### config.mk
export PLATFORM = sky130hd
export DESIGN_NAME = flash_wr_seq
export DESIGN_NICKNAME = d
export VERILOG_FILES = /design/src/rtl/flash_wr_pkg.sv /design/src/rtl/flash_wr_timer.sv /design/src/rtl/flash_wr_recov.sv /design/src/rtl/flash_wr_seq.sv
export SDC_FILE = /design/constraint.sdc
export NUM_CORES = 1
export LEC_CHECK = 0
export BUFFER_PORTS_ARGS = -buffer_cell sky130_fd_sc_hd__buf_2
export CORE_MARGIN = 2
export CORE_UTILIZATION = 25
export DETAILED_ROUTE_END_ITERATION = 10
export PLACE_DENSITY = 0.44
export SYNTH_ARGS = -nofsm -noshare
export SYNTH_HDL_FRONTEND = slang
export SYNTH_SLANG_ARGS = --single-unit
export TNS_END_PERCENT = 5
### constraint.sdc
create_clock -name clk -period 4.7 [get_ports clk]
set_clock_uncertainty 0.1 [all_clocks]
set_input_delay 0.235 -clock clk [delete_from_list [all_inputs] [get_ports clk]]
set_output_delay 0.235 -clock clk [all_outputs]
set_load 0.02 [all_outputs]
### src/rtl/flash_wr_pkg.sv
package flash_wr_pkg;

    typedef enum logic [2:0] {
        ST_RST_WAIT,
        ST_IDLE,
        ST_SETUP,
        ST_PULSE,
        ST_HOLD,
        ST_GAP
    } wr_state_e;

    // Nanoseconds to whole clock cycles, rounded up.
    function automatic int ns_to_cyc(input int ns, input int clk_ns);
        return (ns + clk_ns - 1) / clk_ns;
    endfunction

    function automatic int imax(input int a, input int b);
        return (a > b) ? a : b;
    endfunction

endpackage

### src/rtl/flash_wr_timer.sv
module flash_wr_timer #(
    parameter int W       = 6,
    parameter int RST_VAL = 0
) (
    input  logic         clk,
    input  logic         rst_n,
    input  logic         load,
    input  logic [W-1:0] load_val,
    output logic         done
);

    logic [W-1:0] cnt;

    always_ff @(posedge clk or negedge rst_n) begin
        if (!rst_n) begin
            cnt <= W'(RST_VAL);
        end else if (load) begin
            cnt <= load_val;
        end else if (cnt != '0) begin
            cnt <= cnt - 1'b1;
        end
    end

    assign done = (cnt == '0);

    AST_TIMER_STAYS_EXPIRED: assert property (@(posedge clk) disable iff (!rst_n)
        (done && !load) |=> done)
        else $error("timer left zero without a load");

endmodule

### src/rtl/flash_wr_recov.sv
module flash_wr_recov #(
    parameter int N_REC = 6
) (
    input  logic clk,
    input  logic rst_n,
    input  logic strobe_rise,
    input  logic busy,
    output logic rd_ok
);

    localparam int RW = $clog2(N_REC + 2);

    logic [RW-1:0] cnt;

    always_ff @(posedge clk or negedge rst_n) begin
        if (!rst_n) begin
            cnt <= '0;
        end else if (strobe_rise) begin
            cnt <= RW'(N_REC);
        end else if (cnt != '0) begin
            cnt <= cnt - 1'b1;
        end
    end

    assign rd_ok = !busy && (cnt == '0);

    AST_RECOV_BLOCKS_AFTER_RISE: assert property (@(posedge clk) disable iff (!rst_n)
        strobe_rise |=> !rd_ok)
        else $error("read allowed right after strobe rise");

endmodule

### src/rtl/flash_wr_seq.sv
module flash_wr_seq
    import flash_wr_pkg::*;
#(
    parameter int AW         = 20,
    parameter int DW         = 16,
    parameter int CLK_NS     = 5,
    parameter int T_CYC_NS   = 70,
    parameter int T_WP_NS    = 60,
    parameter int T_WPH_NS   = 30,
    parameter int T_AS_NS    = 50,
    parameter int T_DS_NS    = 40,
    parameter int T_RST_NS   = 150,
    parameter int T_WREC_NS  = 30
) (
    input  logic          clk,
    input  logic          rst_n,
    input  logic          req_valid,
    output logic          req_ready,
    input  logic [AW-1:0] req_addr,
    input  logic [DW-1:0] req_data,
    output logic [AW-1:0] fl_addr,
    output logic [DW-1:0] fl_data,
    output logic          fl_ce_n,
    output logic          fl_we_n,
    output logic          rd_ok
);

    localparam int C_CYC  = ns_to_cyc(T_CYC_NS, CLK_NS);
    localparam int C_WPH  = ns_to_cyc(T_WPH_NS, CLK_NS);
    localparam int C_AS   = ns_to_cyc(T_AS_NS, CLK_NS);
    localparam int C_DS   = ns_to_cyc(T_DS_NS, CLK_NS);
    localparam int N_RST  = imax(ns_to_cyc(T_RST_NS, CLK_NS), 1);
    localparam int N_WREC = ns_to_cyc(T_WREC_NS, CLK_NS);
    localparam int N_WP   = imax(imax(ns_to_cyc(T_WP_NS, CLK_NS), C_DS), 1);
    localparam int N_SU   = imax(C_AS - N_WP, 1);
    // A cycle spans SETUP + PULSE + HOLD + GAP + one IDLE accept cycle.
    localparam int N_GAP  = imax(imax(C_CYC - N_SU - N_WP - 2, C_WPH - N_SU - 2), 0);
    localparam int N_MAX  = imax(imax(N_RST, N_WP), imax(N_SU, N_GAP));
    localparam int CW     = $clog2(N_MAX + 1);

    localparam logic [CW-1:0] L_SU  = CW'(N_SU - 1);
    localparam logic [CW-1:0] L_WP  = CW'(N_WP - 1);
    localparam logic [CW-1:0] L_GAP = (N_GAP > 0) ? CW'(N_GAP - 1) : '0;

    wr_state_e     state, nxt;
    logic          ld, tmr_done, accept;
    logic [CW-1:0] ld_val;

    assign accept    = (state == ST_IDLE) && req_valid;
    assign req_ready = (state == ST_IDLE);

    flash_wr_timer #(
        .W       (CW),
        .RST_VAL (N_RST - 1)
    ) u_timer (
        .clk      (clk),
        .rst_n    (rst_n),
        .load     (ld),
        .load_val (ld_val),
        .done     (tmr_done)
    );

    flash_wr_recov #(
        .N_REC (N_WREC)
    ) u_recov (
        .clk         (clk),
        .rst_n       (rst_n),
        .strobe_rise (state == ST_PULSE && nxt == ST_HOLD),
        .busy        (!fl_ce_n),
        .rd_ok       (rd_ok)
    );

    // State register
    always_ff @(posedge clk or negedge rst_n) begin
        if (!rst_n) begin
            state <= ST_RST_WAIT;
        end else begin
            state <= nxt;
        end
    end

    // Next state and timer load
    always_comb begin
        nxt    = state;
        ld     = 1'b0;
        ld_val = '0;
        unique case (state)
            ST_RST_WAIT: begin
                if (tmr_done) nxt = ST_IDLE;
            end
            ST_IDLE: begin
                if (req_valid) begin
                    nxt    = ST_SETUP;
                    ld     = 1'b1;
                    ld_val = L_SU;
                end
            end
            ST_SETUP: begin
                if (tmr_done) begin
                    nxt    = ST_PULSE;
                    ld     = 1'b1;
                    ld_val = L_WP;
                end
            end
            ST_PULSE: begin
                if (tmr_done) nxt = ST_HOLD;
            end
            ST_HOLD: begin
                if (N_GAP > 0) begin
                    nxt    = ST_GAP;
                    ld     = 1'b1;
                    ld_val = L_GAP;
                end else begin
                    nxt = ST_IDLE;
                end
            end
            ST_GAP: begin
                if (tmr_done) nxt = ST_IDLE;
            end
            default: nxt = ST_IDLE;
        endcase
    end

    // Registered bus outputs, decoded from the next state
    always_ff @(posedge clk or negedge rst_n) begin
        if (!rst_n) begin
            fl_ce_n <= 1'b1;
            fl_we_n <= 1'b1;
            fl_addr <= '0;
            fl_data <= '0;
        end else begin
            fl_ce_n <= !(nxt == ST_SETUP || nxt == ST_PULSE || nxt == ST_HOLD);
            fl_we_n <= (nxt != ST_PULSE);
            if (accept) begin
                fl_addr <= req_addr;
                fl_data <= req_data;
            end
        end
    end

    AST_CE_FRAMES_WE: assert property (@(posedge clk) disable iff (!rst_n)
        !fl_we_n |-> !fl_ce_n)
        else $error("write enable low without chip enable");

    AST_CE_LEADS_WE: assert property (@(posedge clk) disable iff (!rst_n)
        $fell(fl_we_n) |-> $past(!fl_ce_n))
        else $error("chip enable did not lead write enable");

    AST_BUS_HOLD: assert property (@(posedge clk) disable iff (!rst_n)
        $rose(fl_we_n) |=> ($stable(fl_addr) && $stable(fl_data)))
        else $error("address or data moved right after strobe");

    AST_READY_BUS_QUIET: assert property (@(posedge clk) disable iff (!rst_n)
        req_ready |-> (fl_ce_n && fl_we_n))
        else $error("ready while the bus is active");

    AST_RDOK_BUS_QUIET: assert property (@(posedge clk) disable iff (!rst_n)
        rd_ok |-> (fl_ce_n && fl_we_n))
        else $error("read allowed during a write");

endmodule

; Word-level counts from Yosys, hierarchy flattened
; Cells that the tools add are included.
[classes]
n_addsub = 2
n_eq_ne = 9
mux = 14
n_reduce_logical = 14
[op_table]
columns = cell, count
row1 = 3-bit two-way mux, 6
row2 = 3-bit case mux with 5 select lines, 1
row3 = "3-bit by 2-bit equality test with 1-bit output, second input constant", 4
row4 = 5-bit two-way mux, 2
row5 = "3-bit equality test, second input constant", 3
row6 = 4-bit case mux with 2 select lines, 1
row7 = 3-bit zero test, 2
row8 = 5-bit zero test, 1
row9 = 5-bit nonzero test, 1
row10 = "5-bit by 1-bit subtractor with 5-bit output, second input constant", 1
row11 = 4-bit two-way mux, 1
row12 = 2-bit nonzero test, 2
row13 = "3-bit by 1-bit equality test with 1-bit output, second input constant", 1
row14 = 1-bit logical AND, 3
row15 = "3-bit by 2-bit != test with 1-bit output, second input constant", 1
row16 = 1-bit case mux with 3 select lines, 1
row17 = 3-bit nonzero test, 1
row18 = "3-bit by 1-bit subtractor with 3-bit output, second input constant", 1
row19 = 1-bit logical OR, 2
row20 = 1-bit two-way mux, 2
row21 = 2-bit OR reduction, 1
row22 = 1-bit zero test, 1
[word_totals]
register_bits = 49
inputBits = 39
output_inout_bits = 40
wordCells = 46

; Longest topological paths before layout
[depth]
ltp_word = 7
mapped_depth = 6

; Hierarchy
; From an unflattened synthesis, not the netlist that was laid out.
[unflattened]
cells_unflattened = 153
area_unflattened_um2 = 2272.2
[by_module_without_submodules]
columns = mod, n_inst, cells_per_inst, area_per_inst_um2
row1 = flash_wr_seq, 1, 108, 1800.5
row2 = flash_wr_timer, 1, 27, 284.0
row3 = flash_wr_recov, 1, 18, 187.7

; Worst setup path after synthesis
; No wires, ideal clock.
[synth_timing]
path_kind = reg-to-reg
start = register u_timer.cnt[1]
end = register state[0]
setup_ns = 0.124
arrival_time_ns = 1.562
t_required_ns = 4.476
setup_slack_ns = 2.914
path_stages_with_launch = 7
period_less_slack_ns = 1.786
cell_sequence = dfrtp_1 > inv_1 > ha_1 > or4b_1 > buf_2 > and3_1 > a211o_1
[synth_between]
elab_chain_cells = 3
[synth_lines]
columns = item, line
row1 = "start, declared", flash_wr_timer.sv:12  ; logic [W-1:0] cnt;
row2 = "start signal, assigned", flash_wr_timer.sv:16  ; cnt <= W'(RST_VAL);
row3 = "start signal, assigned", flash_wr_timer.sv:18  ; cnt <= load_val;
row4 = "start signal, assigned", flash_wr_timer.sv:20  ; cnt <= cnt - 1'b1;
row5 = 5-bit zero test *, flash_wr_timer.sv:24  ; assign done = (cnt == '0);
row6 = "3-bit two-way mux, on equally long branches", -
row7 = 3-bit case mux with 5 select lines *, flash_wr_seq.sv:87  ; unique case (state)
row8 = net nxt[0], flash_wr_seq.sv:45  ; wr_state_e state, nxt;
row9 = "end signal, assigned", flash_wr_seq.sv:78  ; state <= nxt;
row10 = "end, declared", flash_wr_seq.sv:45
; The timed path passes the listed nets; every way through them passes the cells marked *.
; A chain may end at the register's enable or synchronous reset.

; Worst setup path after layout
[layout_timing]
start = register state[1]
end = register fl_addr[13]
[layout_between]
elab_chain_cells = 2
[layout_lines]
columns = item, line
row1 = 3-bit by 1-bit equality test with 1-bit output, flash_wr_seq.sv:49  ; assign accept = (state == ST_IDLE) && req_valid;
row2 = 1-bit logical AND, flash_wr_seq.sv:49
row3 = "end signal, assigned", flash_wr_seq.sv:135  ; fl_addr <= req_addr;
row4 = "end, declared", flash_wr_seq.sv:21  ; output logic [AW-1:0] fl_addr,
; No other way between the ends.

==> results.py <==
metrics = {
    "finish": {
        "layout_commonest_cell": "buf_2",
        "drive_gt1_share_pct": 43.0,
        "area_growth_pct": 29.3,
        "fin_nets": 270,
        "antenna_cells": 0,
        "final_area_um2": 2660,
        "final_cell_mix": "buf_2, dfrtp_1, mux2_1",
    },
    "critical_path": {
        "startpoint_type": "flop",
        "worst_ep_required_time_ns": 4.78,
        "startpoint": "state[1]$_DFF_PN0_",
        "cp_max_fo": 38,
        "end_kind": "flop",
        "arrival_ns": 2.21,
        "timing.rr.end": "fl_addr[13]$_DFFE_PN0P_",
        "r2r_slack_ns": 2.57,
        "critPathCapture": "fl_addr[13]$_DFFE_PN0P_",
        "reg2reg_depth": 2,
        "rr_startpoint": "state[1]$_DFF_PN0_",
        "critical_path_class": "reg2reg",
    },
    "run_status": {
        "status": "finished, final reports clean",
    },
    "global_routing": {
        "grt_max_degree": 50,
        "grt_overflow": 0,
        "grt_usage_pct": 9.94,
        "antenna_found_initial": 0,
        "grt_pass1_vias": 1460,
        "grt_pass1_wl_um": 6860,
    },
    "timing": {
        "finalCritPeriodShare_pct": 45.4,
        "worstMarginPinSlew_ns": 1.02,
        "fin_setup_tns_ns": 0,
        "hold_viol": 0,
        "rsz0062_at_grt": "no",
        "period_minus_slack_ns": 2.13,
        "maxSlewHeadroom_pct": 31.7,
        "setup_viol": 0,
        "final-max-slew-violation-count": 0,
        "max_freq_mhz": 469,
    },
    "placement": {
        "placed_area_um2": 2550,
        "numPortBuffers": 78,
        "routabilityCongestion": 0.692,
        "dp.final_hpwl_um": 2920,
    },
    "floorplanning": {
        "die_area_um2": 8960,
        "initial_core_util_pct": 25.4,
        "die_h_um": 94.7,
        "die_w_um": 94.7,
        "num_rows": 33,
        "fp.coreArea_um2": 8090,
        "io-pin-count": 79,
    },
    "drt": {
        "num_vias": 1408,
        "drt-initial-drc-count": 38,
        "ant_nets": 0,
        "firstDrtPassIters": 3,
        "wire_per_inst_um": 12.3,
        "avgViaCountPerCell": 4.23,
        "drc": 0,
        "drt_wl_total_um": 4080,
    },
    "job": {
        "maxCapViolCount": 0,
    },
    "pwr": {
        "power_mw": 1.80,
        "p_per_area_nw_per_um2": 679,
        "vdd_drop_max_v": 0.000261,
        "p_leak_nw": 1.28,
    },
    "synth": {
        "synth_ff_type": "dfrtp_1",
        "yosysTopAreaCell": "dfrtp_1",
        "ys_seq_area_share_pct": 60.0,
        "syn_area_um2": 2050,
        "synth.distinct_cells": 34,
        "synthArstFlopShare_pct": 100,
        "synthTopCellsByArea": "dfrtp_1, mux2_1, dfstp_2",
        "ys_seq_elements": 49,
        "avgSynthCellArea_um2": 14.0,
        "syn_inst": 147,
        "synthDominantCellAreaShare_pct": 52.4,
        "synth_edf_count": 0,
        "synth_nets": 190,
        "yosysWarnings": 0,
    },
    "hold_path": {
        "holdCritPathClass": "in2reg",
    },
    "clock_tree": {
        "clk_path_buf_depth": 2,
        "postCtsSetupBuffers": 0,
        "clk-insertion-delay-late_ns": 0.30,
        "cts_tree": "yes",
        "clock-sinks": 49,
        "htreeDepth": 2,
        "cts-root-buf": "clkbuf_8",
        "cts.clk_slew.worst_paths_ns": 0.09,
        "cts_inserted_buffers": 5,
    },
}
[critical path: stages (launching register included)]
cell and delay (ns):
dfrtp_1 0.48, and4bb_2 1.03, mux2_1 0.39
[synth_stat cells, types with 2 or more instances]
cell type / count
dfrtp_1: 43
nor3_1: 5
mux2_1: 36
nor2_1: 3
nand2b_1: 2
nor2b_1: 2
buf_2: 6
ha_1: 4
mux2i_1: 2
o21ai_1: 3
nor3b_1: 2
a21oi_1: 2
dfstp_2: 6
inv_1: 4
nand2_1: 4
xnor2_1: 4
and2_1: 2
[repair_timing]
item,CTS,global route
hold buffers,1,0
endpoints found under the hold margin,43,0
resized for setup,0,0
[through the flow]
stage | utilization, % | worst slack [ns] | hold slack, ns | std cells
final | 32.8 | 2.57 | 0.0389 | 333
after global routing | 32.8 | 2.38 | 0.0242 | 333
after CTS | 32.8 | 2.51 | 0.0275 | 333
after detailed placement | 31.5 | 2.52 | 0.295 | 324
after global placement | 31.5 | 2.53 | 0.296 | 324
after floorplan | - | 2.91 | -0.161 | 147
[where the power goes]
group          leakage (nW)  total [mW]  internal, mW  switching [mW]
logic                 0.648       0.777         0.331           0.446
clock network        0.0512       0.261         0.119           0.141
registers             0.580       0.765         0.647           0.117
total                  1.28        1.80          1.10           0.705
[how the worst min path moves through the flow]
| stage | depth (start not counted) | endpoint | from |
|---|---|---|---|
| 2_1_floorplan | 0 | fl_addr[0]$_DFFE_PN0P_ | rst_n |
| 3_3_place_gp | 2 | fl_addr[0]$_DFFE_PN0P_ | rst_n |
| 3_5_place_dp | 2 | fl_addr[4]$_DFFE_PN0P_ | rst_n |
| 4_1_cts | 2 | fl_data[3]$_DFFE_PN0P_ | req_data[3] |
| 5_1_grt | 2 | fl_data[8]$_DFFE_PN0P_ | req_data[8] |
| 6_report | 2 | fl_data[4]$_DFFE_PN0P_ | req_data[4] |
[per-layer routing]
metal  vias up  GRT usage, %  share of wire (%)
met5         -             0                  0
met3         7          3.51                7.5
met4         0          3.99                1.6
li1        670             -                  -
met1       684          11.8                 43
met2        47          16.4                 48
[sequential cells by signal, summed over array words and instances, names as in the netlist]
register,count
fl_addr,20
fl_ce_n,1
fl_data,16
fl_we_n,1
state,3
u_recov.cnt,3
u_timer.cnt,5
[area by class of cell]
| class | count | area, um2 |
|---|---|---|
| Fill cell | 864 | 5440 |
| Sequential cell | 49 | 1230 |
| Multi-Input combinational cell | 86 | 768 |
| Timing Repair Buffer | 80 | 408 |
| Tap cell | 105 | 131 |
| Clock buffer | 6 | 82.6 |
| Inverter | 5 | 18.8 |
| Clock inverter | 2 | 13.8 |
[cell families (layout without fill, tap and decap cells)]
family,Yosys count,count (layout),synth area share [%]
buffers and inverters,12,93,2.56
multiplexers,39,39,21.3
AND/OR/NAND/NOR,29,29,9.01
flip-flops,49,49,60.0
adder cells (fa/ha/maj),4,4,2.44
AO/OA/AOI/OAI,10,10,2.98
XOR/XNOR,4,4,1.71
Power figures use the tool's default switching activity.
